### src/rtl/tpwm_pkg.sv
package tpwm_pkg;
  // update sequencing phase of one channel
  typedef enum logic [1:0] {
    PH_IDLE = 2'd0,
    PH_EDGE = 2'd1,  // waiting for the period boundary
    PH_LAT  = 2'd2   // waiting out the fixed latency
  } upd_ph_e;
endpackage

### src/rtl/tpwm_regs.sv
module tpwm_regs #(
  parameter int NCH = 6,
  parameter int CW  = 24,
  parameter int PW  = 3,
  parameter int AW  = 8
) (
  input  logic                    clk,
  input  logic                    rst_n,
  input  logic [AW-1:0]           addr,
  input  logic [31:0]             wdata,
  input  logic                    we,
  output logic [31:0]             rdata,
  output logic [NCH-1:0]          trig,
  output logic [NCH-1:0]          pol,
  output logic [NCH-1:0]          smooth,
  output logic [NCH-1:0][PW-1:0]  pre,
  output logic [NCH-1:0][CW-1:0]  per,
  output logic [NCH-1:0][CW-1:0]  duty
);
  localparam int IDXW = AW - 2;
  localparam int NREG = 2 + 2 * NCH;

  logic [NCH-1:0]         trig_r, trig_n, pol_r, pol_n, typ_r, typ_n, smo_r, smo_n;
  logic [NCH-1:0][PW-1:0] pre_r, pre_n;
  logic [NCH-1:0][CW-1:0] per_r, per_n, duty_r, duty_n;
  logic [IDXW-1:0]        idx;
  logic                   unused_bits;

  assign idx         = addr[AW-1:2];
  assign unused_bits = ^{addr[1:0], wdata};

  always_comb begin
    trig_n = trig_r;
    pol_n  = pol_r;
    typ_n  = typ_r;
    smo_n  = smo_r;
    pre_n  = pre_r;
    per_n  = per_r;
    duty_n = duty_r;
    if (we) begin
      if (idx == IDXW'(0)) begin
        trig_n = wdata[0 +: NCH];
        pol_n  = wdata[8 +: NCH];
        typ_n  = wdata[16 +: NCH];
        smo_n  = wdata[24 +: NCH];
      end
      for (int c = 0; c < NCH; c++) begin
        if (idx == IDXW'(1))       pre_n[c]  = wdata[4*c +: PW];
        if (idx == IDXW'(2 + 2*c)) per_n[c]  = wdata[CW-1:0];
        if (idx == IDXW'(3 + 2*c)) duty_n[c] = wdata[CW-1:0];
      end
    end
  end

  always_ff @(posedge clk or negedge rst_n) begin
    if (!rst_n) begin
      trig_r <= '0;
      pol_r  <= '0;
      typ_r  <= '0;
      smo_r  <= '0;
      pre_r  <= '0;
      per_r  <= '0;
      duty_r <= '0;
    end else begin
      trig_r <= trig_n;
      pol_r  <= pol_n;
      typ_r  <= typ_n;
      smo_r  <= smo_n;
      pre_r  <= pre_n;
      per_r  <= per_n;
      duty_r <= duty_n;
    end
  end

  // read path returns shadow contents
  always_comb begin
    rdata = '0;
    if (idx == IDXW'(0)) begin
      rdata[0 +: NCH]  = trig_r;
      rdata[8 +: NCH]  = pol_r;
      rdata[16 +: NCH] = typ_r;
      rdata[24 +: NCH] = smo_r;
    end
    for (int c = 0; c < NCH; c++) begin
      if (idx == IDXW'(1))       rdata[4*c +: PW] = pre_r[c];
      if (idx == IDXW'(2 + 2*c)) rdata[CW-1:0]    = per_r[c];
      if (idx == IDXW'(3 + 2*c)) rdata[CW-1:0]    = duty_r[c];
    end
  end

  assign trig   = trig_r;
  assign pol    = pol_r;
  assign smooth = smo_r;
  assign pre    = pre_r;
  assign per    = per_r;
  assign duty   = duty_r;

  // an out-of-map write leaves every register alone
  a_r12_unmapped_write: assert property (@(posedge clk) disable iff (!rst_n)
    (we && idx >= IDXW'(NREG)) |=> ($stable({trig_r, pol_r, typ_r, smo_r}) &&
                                    $stable(pre_r) && $stable(per_r) && $stable(duty_r)));
endmodule

### src/rtl/tpwm_chan.sv
module tpwm_chan
  import tpwm_pkg::*;
#(
  parameter int CW  = 24,
  parameter int PW  = 3,
  parameter int LAT = 40
) (
  input  logic          clk,
  input  logic          rst_n,
  input  logic          ce,
  input  logic          trig,
  input  logic          smooth,
  input  logic          pol_s,
  input  logic [PW-1:0] pre_s,
  input  logic [CW-1:0] per_s,
  input  logic [CW-1:0] duty_s,
  output logic          pwm
);
  localparam int LW = $clog2(LAT + 1);

  upd_ph_e       ph_q, ph_n;
  logic [LW-1:0] lat_q, lat_n;
  logic          trig_q;
  logic          stg_pol_q, stg_pol_n, act_pol_q, act_pol_n;
  logic [PW-1:0] stg_pre_q, stg_pre_n, act_pre_q, act_pre_n, pre_cnt_q, pre_cnt_n;
  logic [CW-1:0] stg_per_q, stg_per_n, act_per_q, act_per_n;
  logic [CW-1:0] stg_duty_q, stg_duty_n, act_duty_q, act_duty_n;
  logic [CW-1:0] per_cnt_q, per_cnt_n;
  logic          pwm_q, pwm_n;
  logic          rise, tick, last, boundary, commit, level;

  always_comb begin
    rise     = trig & ~trig_q;
    tick     = (pre_cnt_q == act_pre_q);
    last     = (act_per_q <= CW'(1)) || (per_cnt_q >= act_per_q - CW'(1));
    boundary = tick && last;
    commit   = ((ph_q == PH_EDGE) && boundary) ||
               ((ph_q == PH_LAT) && (lat_q == LW'(1)));
    level    = (per_cnt_q < act_duty_q) ? act_pol_q : ~act_pol_q;

    ph_n       = ph_q;
    lat_n      = lat_q;
    stg_pol_n  = stg_pol_q;
    stg_pre_n  = stg_pre_q;
    stg_per_n  = stg_per_q;
    stg_duty_n = stg_duty_q;
    act_pol_n  = act_pol_q;
    act_pre_n  = act_pre_q;
    act_per_n  = act_per_q;
    act_duty_n = act_duty_q;
    pre_cnt_n  = pre_cnt_q;
    per_cnt_n  = per_cnt_q;

    if (ph_q == PH_LAT && lat_q != '0) lat_n = lat_q - LW'(1);

    if (commit) begin
      ph_n       = PH_IDLE;
      act_pol_n  = stg_pol_q;
      act_pre_n  = stg_pre_q;
      act_per_n  = stg_per_q;
      act_duty_n = stg_duty_q;
      pre_cnt_n  = '0;
      per_cnt_n  = '0;
    end else if (tick) begin
      pre_cnt_n = '0;
      per_cnt_n = last ? '0 : per_cnt_q + CW'(1);
    end else begin
      pre_cnt_n = pre_cnt_q + PW'(1);
    end

    // a new edge restarts sequencing with a fresh snapshot
    if (rise) begin
      ph_n       = smooth ? PH_EDGE : PH_LAT;
      lat_n      = LW'(LAT);
      stg_pol_n  = pol_s;
      stg_pre_n  = pre_s;
      stg_per_n  = per_s;
      stg_duty_n = duty_s;
    end

    pwm_n = (!smooth && !trig) ? 1'b1 : level;
  end

  always_ff @(posedge clk or negedge rst_n) begin
    if (!rst_n) begin
      ph_q       <= PH_IDLE;
      lat_q      <= '0;
      trig_q     <= 1'b0;
      stg_pol_q  <= 1'b0;
      stg_pre_q  <= '0;
      stg_per_q  <= '0;
      stg_duty_q <= '0;
      act_pol_q  <= 1'b0;
      act_pre_q  <= '0;
      act_per_q  <= '0;
      act_duty_q <= '0;
      pre_cnt_q  <= '0;
      per_cnt_q  <= '0;
      pwm_q      <= 1'b1;
    end else if (ce) begin
      ph_q       <= ph_n;
      lat_q      <= lat_n;
      trig_q     <= trig;
      stg_pol_q  <= stg_pol_n;
      stg_pre_q  <= stg_pre_n;
      stg_per_q  <= stg_per_n;
      stg_duty_q <= stg_duty_n;
      act_pol_q  <= act_pol_n;
      act_pre_q  <= act_pre_n;
      act_per_q  <= act_per_n;
      act_duty_q <= act_duty_n;
      pre_cnt_q  <= pre_cnt_n;
      per_cnt_q  <= per_cnt_n;
      pwm_q      <= pwm_n;
    end
  end

  assign pwm = pwm_q;

  // both control bits low drive the output high
  a_r7_forced_high: assert property (@(posedge clk) disable iff (!rst_n)
    (ce && !smooth && !trig) |=> pwm);
  // a stopped clock enable freezes output and counters
  a_r10_freeze: assert property (@(posedge clk) disable iff (!rst_n)
    !ce |=> ($stable(pwm) && $stable(per_cnt_q) && $stable(pre_cnt_q)));
  // with no update in flight and no new edge, active settings hold
  a_r4_hold_active: assert property (@(posedge clk) disable iff (!rst_n)
    (ph_q == PH_IDLE && !rise) |=> ($stable(act_per_q) && $stable(act_duty_q) &&
                                   $stable(act_pre_q) && $stable(act_pol_q)));
  // latency counter never exceeds its load value
  a_r6_lat_bound: assert property (@(posedge clk) disable iff (!rst_n)
    lat_q <= LW'(LAT));
  // zero high time with normal polarity stays inactive
  a_r8_zero_duty: assert property (@(posedge clk) disable iff (!rst_n)
    (ce && act_duty_q == '0 && act_pol_q && (trig || smooth)) |=> !pwm);
  // high time at or above the period stays active
  a_r11_full_on: assert property (@(posedge clk) disable iff (!rst_n)
    (ce && act_pol_q && act_per_q != '0 && act_duty_q >= act_per_q && (trig || smooth)) |=> pwm);
endmodule

### src/rtl/tpwm_ctrl.sv
module tpwm_ctrl #(
  parameter int NCH     = 6,
  parameter int CNT_W   = 24,
  parameter int PRE_W   = 3,
  parameter int LAT_CYC = 40,
  parameter int AW      = 8
) (
  input  logic            clk,
  input  logic            rst_n,
  input  logic            clk_en,
  input  logic [AW-1:0]   bus_addr,
  input  logic [31:0]     bus_wdata,
  input  logic            bus_we,
  output logic [31:0]     bus_rdata,
  output logic [NCH-1:0]  pwm_o
);
  logic [1:0]                   rst_pipe_q;
  logic                         rst_sync_n;
  logic [NCH-1:0]               trig, pol, smooth;
  logic [NCH-1:0][PRE_W-1:0]    pre;
  logic [NCH-1:0][CNT_W-1:0]    per, duty;

  // asynchronous assert, synchronous release
  always_ff @(posedge clk or negedge rst_n) begin
    if (!rst_n) rst_pipe_q <= '0;
    else        rst_pipe_q <= {rst_pipe_q[0], 1'b1};
  end
  assign rst_sync_n = rst_pipe_q[1];

  tpwm_regs #(.NCH(NCH), .CW(CNT_W), .PW(PRE_W), .AW(AW)) u_regs (
    .clk(clk), .rst_n(rst_sync_n), .addr(bus_addr), .wdata(bus_wdata), .we(bus_we),
    .rdata(bus_rdata), .trig(trig), .pol(pol), .smooth(smooth),
    .pre(pre), .per(per), .duty(duty)
  );

  for (genvar g = 0; g < NCH; g++) begin : g_ch
    tpwm_chan #(.CW(CNT_W), .PW(PRE_W), .LAT(LAT_CYC)) u_ch (
      .clk(clk), .rst_n(rst_sync_n), .ce(clk_en), .trig(trig[g]), .smooth(smooth[g]),
      .pol_s(pol[g]), .pre_s(pre[g]), .per_s(per[g]), .duty_s(duty[g]), .pwm(pwm_o[g])
    );
  end
endmodule

### config.mk
export PLATFORM = sky130hd
export DESIGN_NAME = tpwm_ctrl
export DESIGN_NICKNAME = d
export VERILOG_FILES = /design/src/rtl/tpwm_pkg.sv /design/src/rtl/tpwm_regs.sv /design/src/rtl/tpwm_chan.sv /design/src/rtl/tpwm_ctrl.sv
export SDC_FILE = /design/constraint.sdc
export NUM_CORES = 2
export LEC_CHECK = 0
export CAP_MARGIN = 20
export CORE_ASPECT_RATIO = 1.4
export CORE_MARGIN = 2
export CORE_UTILIZATION = 60
export CTS_CLUSTER_SIZE = 16
export DETAILED_ROUTE_END_ITERATION = 10
export PLACE_DENSITY = 0.77
export SETUP_SLACK_MARGIN = 0.2
export SKIP_CTS_REPAIR_TIMING = 1
export SYNTH_ARGS = -nofsm -noshare
export SYNTH_HDL_FRONTEND = slang
export SYNTH_SLANG_ARGS = --single-unit
export TNS_END_PERCENT = 50
### constraint.sdc
create_clock -name clk -period 81.1 [get_ports clk]
set_input_delay 16.22 -clock clk [delete_from_list [all_inputs] [get_ports clk]]
set_output_delay 16.22 -clock clk [all_outputs]
set_load 0.01 [all_outputs]
Word level (Yosys, flattened, before mapping). Index checks and enable logic that the tools add are counted.

Add/subtract/negate cells: 24. Order comparisons: 18. Equality and inequality tests: 37. Muxes and demuxes: 94. Bitwise logic cells: 18. Reduce and logical (&&, ||, !) cells: 123.

Operators with widths (count): $mux W24 (30); $add A24 B1 Y24 const B (6); $ge A24 B24 Y1 (6); $le A24 B1 Y1 const B (6); $lt A24 B24 Y1 (6); $sub A24 B1 Y24 const B (6); $mux W6 (16); $reduce_and A2 Y1 (44); $mux W3 (18); $eq A6 B1 Y1 const B (7); $eq A6 B4 Y1 const B (6); $mux W2 (18); $reduce_bool A2 Y1 (18); $reduce_bool A6 Y1 (6); $sub A6 B1 Y6 const B (6); $logic_and A1 B1 Y1 (30); $eq A6 B3 Y1 const B (4); $add A3 B1 Y3 const B (6); $eq A3 B3 Y1 (6); $eq A2 B1 Y1 const B (6); $eq A2 B2 Y1 const B (6); $eq A6 B2 Y1 const B (2); $logic_not A1 Y1 (12); $logic_or A1 B1 Y1 (12); 4 further kinds (31).

Flip-flop bits (word level): 1178. Input port bits: 44. Output and inout port bits: 38. Logic and storage cells: 421.

Depth between registers and ports, before layout.
Word-level depth: 20. Gate-level depth with buffers: 16. Mapped depth without buffers: 15.

Modules after synthesis. Synthesis repeated with hierarchy kept, for this count alone.

Cells, all modules: 5840. Area total of the unflattened synthesis: 60784.5 sq um.

By module, submodules not included: tpwm_chan at g_ch[1].u_ch ... (instances 3, cells each 777, area each 7513.5 sq um); tpwm_regs (instances 1, cells each 1208, area each 15698.8 sq um); tpwm_chan at g_ch[2].u_ch (instances 1, cells each 786, area each 7658.6 sq um); tpwm_chan at g_ch[0].u_ch (instances 1, cells each 758, area each 7478.4 sq um); tpwm_chan at g_ch[5].u_ch (instances 1, cells each 754, area each 7354.6 sq um); tpwm_ctrl (instances 1, cells each 3, area each 53.8 sq um).

Worst setup path after synthesis. No wires, ideal clock.

Kind: input -> output. Start point: input port bus_addr[4]. End point: output port bus_rdata[10]. Arrival: 18.246 ns. Required time: 64.880 ns. Path slack: 46.634 ns. Stages: 10. Cells stage by stage: clkbuf_1 or4b_1 clkbuf_1 nor2_1 clkbuf_1 a22oi_1 nand2_1 nor2_1 nor4_1 a221o_1.

Word-level cells in the longest chain between the ends: 15. Elaborated cells between the ends (all ways): 28. Those cells by class: 13 x eq/ne; 14 x mux; 1 x reduce/logical.

RTL lines: start, declared (line tpwm_ctrl.sv:11) `input logic [AW-1:0] bus_addr,`; $logic_not A6 Y1 (line tpwm_regs.sv:78) `if (idx == IDXW'(0)) begin`; $mux W6 (line tpwm_regs.sv:78); $mux W24 (line tpwm_regs.sv:86) `if (idx == IDXW'(2 + 2*c)) rdata[CW-1:0] = per_r[c];`; $mux W24 (line tpwm_regs.sv:87) `if (idx == IDXW'(3 + 2*c)) rdata[CW-1:0] = duty_r[c];`; $mux W24 (line tpwm_regs.sv:86); $mux W24 (line tpwm_regs.sv:87); $mux W3 (line tpwm_regs.sv:85) `if (idx == IDXW'(1)) rdata[4*c +: PW] = pre_r[c];`; $mux W24 (line tpwm_regs.sv:86); $mux W24 (line tpwm_regs.sv:87); $mux W24 (line tpwm_regs.sv:86); $mux W24 (line tpwm_regs.sv:87); $mux W24 (line tpwm_regs.sv:86); $mux W24 (line tpwm_regs.sv:87); $mux W24 (line tpwm_regs.sv:86); $mux W24 * (line tpwm_regs.sv:87); end, declared (line tpwm_ctrl.sv:14) `output logic [31:0] bus_rdata,`.

Mark *: on every way between the ends. The rest lies on a longest branch, timed or not.

Final worst setup path.
Start point: input port bus_addr[7]. End point: output port bus_rdata[11].

Word-level cells in the longest chain between the ends: 14. Elaborated cells between the ends (all ways): 26. Those cells by class: 12 x eq/ne; 13 x mux; 1 x reduce/logical.

RTL lines (line): $logic_not A6 Y1 (tpwm_regs.sv:78); $mux W6 (tpwm_regs.sv:78); $mux W24 (tpwm_regs.sv:86); $mux W24 (tpwm_regs.sv:87); $mux W24 (tpwm_regs.sv:86); $mux W24 (tpwm_regs.sv:87); $mux W24 (tpwm_regs.sv:86); $mux W24 (tpwm_regs.sv:87); $mux W24 (tpwm_regs.sv:86); $mux W24 (tpwm_regs.sv:87); $mux W24 (tpwm_regs.sv:86); $mux W24 (tpwm_regs.sv:87); $mux W24 (tpwm_regs.sv:86); $mux W24 * (tpwm_regs.sv:87).

Marked as above.

==> impl.org <==
** Floorplan
- The die is 372.5 um tall.
- I/O pin count :: 82
- Initial core utilization :: 60.33%
- The die covers 99530 um^2.
- Number of core rows :: 135
- CORE AREA :: 96450 um^2
- The die is 267.2 um wide.

** Route
- Vias/cell :: slightly above 6
- Vias :: 42710
- Length of the first detailed-routing pass in iterations :: 8
- Summed over all layers, the routed wires come to 165.6 mm.
- Drc violations :: 0
- In this run, the number of DRC markers left after iteration 0 of detailed routing was between 4000 and 5000.
- Routed wirelength normalized by instance count :: 23.84 um
- Once detail routing completed, the nets flagged for antenna violations numbered 0.

** Worst setup path
- Along the worst path, the maximum fanout reaches 16.
- Required time at the endpoint of the critical path :: 64.88 ns
- At the worst endpoint, the arrival time is between 20 and 25 ns.
- STA classifies the critical path endpoint as a primary output.
- Type of the worst setup path :: primary input to primary output
- STA classifies the critical path startpoint as a primary input.

** Place
- Quantity of I/O buffers inserted on ports :: 75
- Area after DPL :: between 60000 and 70000 um^2
- Routability cong. :: 0.9989
- Sum of net half-perimeters after detailed placement :: 118.2 mm

** Timing
- Based on the critical path, the design can be clocked at up to 27.07 MHz.
- Final-layout setup total negative slack :: 0 ns
- The clock period could shrink to 36.94 ns.
- The count of endpoints failing hold in the final timing report came to 0.
- For the pin with the worst max-slew slack, the measured transition is 1.264 ns.
- Slew Viols, Final :: 0
- Tcrit/Tclk final :: roughly 46%
- Worst clock skew :: 0.02607 ns
- Setup violations remaining at the end of the flow were counted as 0.
- Max-Slew Margin vs Limit :: 15.44%
- Setup repair after global routing left no endpoint under its margin.

** GRT
- The total overflow left after global routing is 0.
- The initial antenna violation count was 12.
- The via count of the first global-routing pass is 42590.
- Global routing used ~34% of the available tracks across all layers.
- Pin count of the biggest net entering global routing :: 180
- The first global-routing pass estimated between 200 and 300 mm of wire.

** Finish
- Total non-filler cell area in the finished layout :: 64380 um^2
- Ratio of cells with drive above 1 in the final layout :: under 10%
- Final design utilization :: 66.75%
- The layout has 7124 filler cells.
- Area growth syn-to-layout :: 10.63%
- Net count of the finished layout :: 5912

** Clocking
- Clock-pin slew of the registers on the worst-case setup and hold paths :: 0.06 ns
- CTS saw 1178 sinks.
- The later pin in the worst-skew pair is clocked with a latency of 0.72 ns.
- TritonCTS clock tree :: built
- Clock root buffer :: sky130_fd_sc_hd__clkbuf_16
- Clock buffers created by TritonCTS :: 111
- CTS H-tree depth :: 3
- The clock passes through at most 3 buffers.

** Power and ir drop
- Comb power frac :: 37.4%
- Power density over the cells :: between 30 and 40 nW/um^2
- Max IR drop VDD :: ~0.064 mV
- Pint :: about 1.4 mW
- Net switching is 37.59% of the power.
- Leak :: 32.59 nW
- Part of the total power dissipated in sequential elements :: ~37%
- Part of the total power dissipated in the clock network :: 25.7%
- Net switching power of the design :: 0.8172 mW

** Synth
- Post-synth ARST share :: 100.0%
- Post-Syn Area per Cell :: approximately 11 um^2
- Synth Register Bits :: 1178
- Share of the yosys chip area belonging to registers :: 50.67%
- By area the synthesized netlist is led by sky130_fd_sc_hd__dfrtp_1, sky130_fd_sc_hd__mux2_1, sky130_fd_sc_hd__nand2_1, sky130_fd_sc_hd__ha_1, sky130_fd_sc_hd__mux2_2.
- Netlist area before placement :: around 58000 um^2
- Synth area leader :: sky130_fd_sc_hd__dfrtp_1
- Most frequently used flop master after synthesis :: sky130_fd_sc_hd__dfrtp_1
- Library cells used by synthesis :: 74
- Of the post-synthesis cell area, the dominant cell type holds 50.40%.
- Synthesis produced a netlist whose cell count is 5536.
- For this run, the number of Yosys warnings is 0.
- Number of synthesized flops with an enable pin :: 0

** Flow run
- Number of max-cap violations :: 0

** Outcome
- The flow ran to the end, and the final reports show no timing, DRC or antenna violations.

** Min path
- The tightest min-delay check is of the flip-flop to asynchronous set/reset pin type.
==> cell families after synthesis <==
| kind of cell | share of synthesized area [%] |
|---|---|
| flops | 50.67 |
| other cells | 0.01291 |
| xor+xnor | 3.898 |
| compound gates | 6.889 |
| fa+ha+maj | 6.838 |
| buf+inv | 3.148 |
| mux | 13.32 |
| simple gates | 15.22 |
==> cells in the final DEF, fill, tap and decap left out, types with 17 or more instances in the layout <==
master / synthesis / layout
sky130_fd_sc_hd__a221oi_1: 19 / 19
sky130_fd_sc_hd__o22ai_1: 56 / 56
sky130_fd_sc_hd__mux2_1: 419 / 419
sky130_fd_sc_hd__a22o_1: 19 / 19
sky130_fd_sc_hd__clkdlybuf4s50_1: 0 / 72
sky130_fd_sc_hd__a21oi_1: 104 / 104
sky130_fd_sc_hd__a31oi_1: 48 / 48
sky130_fd_sc_hd__ha_1: 318 / 318
sky130_fd_sc_hd__inv_1: 226 / 226
sky130_fd_sc_hd__a22oi_1: 52 / 52
sky130_fd_sc_hd__dfrtp_1: 1172 / 1171
sky130_fd_sc_hd__xnor2_1: 150 / 150
sky130_fd_sc_hd__o211ai_1: 21 / 21
sky130_fd_sc_hd__buf_4: 8 / 62
sky130_fd_sc_hd__nand2b_1: 26 / 26
sky130_fd_sc_hd__nand4_1: 93 / 93
sky130_fd_sc_hd__xor2_1: 109 / 109
sky130_fd_sc_hd__nor2_1: 264 / 262
sky130_fd_sc_hd__nand3_1: 122 / 122
sky130_fd_sc_hd__a21o_1: 39 / 39
sky130_fd_sc_hd__nor3_1: 74 / 73
sky130_fd_sc_hd__mux2i_1: 24 / 24
sky130_fd_sc_hd__nor4_1: 59 / 57
sky130_fd_sc_hd__or4_1: 28 / 28
sky130_fd_sc_hd__mux2_2: 246 / 246
sky130_fd_sc_hd__a211oi_1: 29 / 28
sky130_fd_sc_hd__clkbuf_16: 0 / 116
sky130_fd_sc_hd__o21ai_0: 95 / 95
sky130_fd_sc_hd__and4_1: 22 / 22
sky130_fd_sc_hd__o21ai_1: 35 / 35
sky130_fd_sc_hd__and3_1: 44 / 44
sky130_fd_sc_hd__clkbuf_1: 206 / 17
sky130_fd_sc_hd__nand2_1: 1169 / 1163
sky130_fd_sc_hd__nor2b_1: 32 / 32
==> path summary, 6_finish.rpt <==
kind	slack, ns	end	startpoint	depth (start not counted)
min reg2reg	0.36	g_ch[4].u_ch.per_cnt_q[18]$_DFFE_PN0P_	rst_pipe_q[1]$_DFF_PN0_	0
min	0.36	g_ch[4].u_ch.per_cnt_q[18]$_DFFE_PN0P_	rst_pipe_q[1]$_DFF_PN0_	0
max	44.16	bus_rdata[11]	bus_addr[7]	8
min in group clk	0.36	rst_pipe_q[1]$_DFF_PN0_	rst_pipe_q[0]$_DFF_PN0_	0
max in group asynchronous	65.32	rst_pipe_q[1]$_DFF_PN0_	rst_n	1
max reg2reg	75.28	g_ch[4].u_ch.act_duty_q[6]$_DFFE_PN0P_	g_ch[4].u_ch.act_per_q[2]$_DFFE_PN0P_	15
==> Yosys cell counts, drive strengths merged (7+ instances only) <==
cell     number
o22ai        56
nand2b       26
nor3         75
xnor2       150
nor4         59
nand3       122
a22oi        52
dfrtp      1172
nand2      1169
mux2        665
or2           7
o21a         11
nor2b        32
and2         22
nor3b        10
buf          43
a31oi        48
nor2        264
or3          17
a21oi       104
o211ai       21
a221oi       20
o2111ai       8
a221o         8
inv         226
a211oi       29
mux2i        24
and3         44
clkbuf      207
or4          28
nand4        93
ha          318
xor2        109
o21ai       130
a22o         19
a21o         39
and4         22
o31ai        11
==> critical path: stages <==
cell,delay (ns)
sky130_fd_sc_hd__clkdlybuf4s50_1,0.56
sky130_fd_sc_hd__or4_1,0.94
sky130_fd_sc_hd__nor2_1,1.06
sky130_fd_sc_hd__a22oi_1,0.35
sky130_fd_sc_hd__nand3_1,0.16
sky130_fd_sc_hd__mux2i_1,0.15
sky130_fd_sc_hd__a31oi_1,0.60
sky130_fd_sc_hd__clkdlybuf4s50_1,0.67
==> area by class of cell <==
type	count	area, um^2	share of cell area [%]
Sequential cell	1178	29490	45.81
Timing Repair Buffer	150	1483	2.303
Clock buffer	149	3187	4.950
Inverter	226	848.3	1.318
Tap cell	1301	1628	2.529
Antenna cell	4	10.01	0.01555
Multi-Input combinational cell	3883	27000	41.95
Clock inverter	54	726.9	1.129
==> metal layers <==
metal  share of wire, %  GRT usage, %  wire length (um)  vias up
li1                   -             -                 -    19240
met1                 41         43.83             67190    21580
met2                 47         54.41             77330     1476
met3                6.4         5.463             10540      396
met4                6.3         19.05             10400       16
met5              0.056             0                92        -
==> registers in the layout, summed over array words and instances, names as in the netlist, 36 cells and up <==
name,flops
g_ch.u_ch.per_cnt_q,144
g_ch.u_ch.lat_q,36
g_ch.u_ch.act_per_q,144
g_ch.u_ch.act_duty_q,144
g_ch.u_ch.stg_duty_q,144
g_ch.u_ch.stg_per_q,144
u_regs.per,144
u_regs.duty,144
==> power by group through the flow <==
stage / Clock [mW] / Sequential [mW] / Combinational [mW]
6_report: 0.558 / 0.803 / 0.814
5_1_grt: 0.586 / 0.813 / 0.913
4_1_cts: 0.563 / 0.800 / 0.811
3_5_place_dp: 0 / 0.808 / 0.800
3_3_place_gp: 0 / 0.804 / 0.768
2_1_floorplan: 0 / 0.772 / 0.612
==> through the flow <==
step                setup slack [ns]  std cells  total power [mW]  hold slack, ns
floorplan                      45.84       5537             1.384          0.3312
global placement               44.36       6725             1.573          0.3390
detailed placement             44.35       6727             1.609          0.3450
CTS                            44.34       6930             2.174          0.3607
global route                   44.27       6942             2.312          0.3711
finish                         44.16       6945             2.174          0.3573
Power figures use the tool's default switching activity.
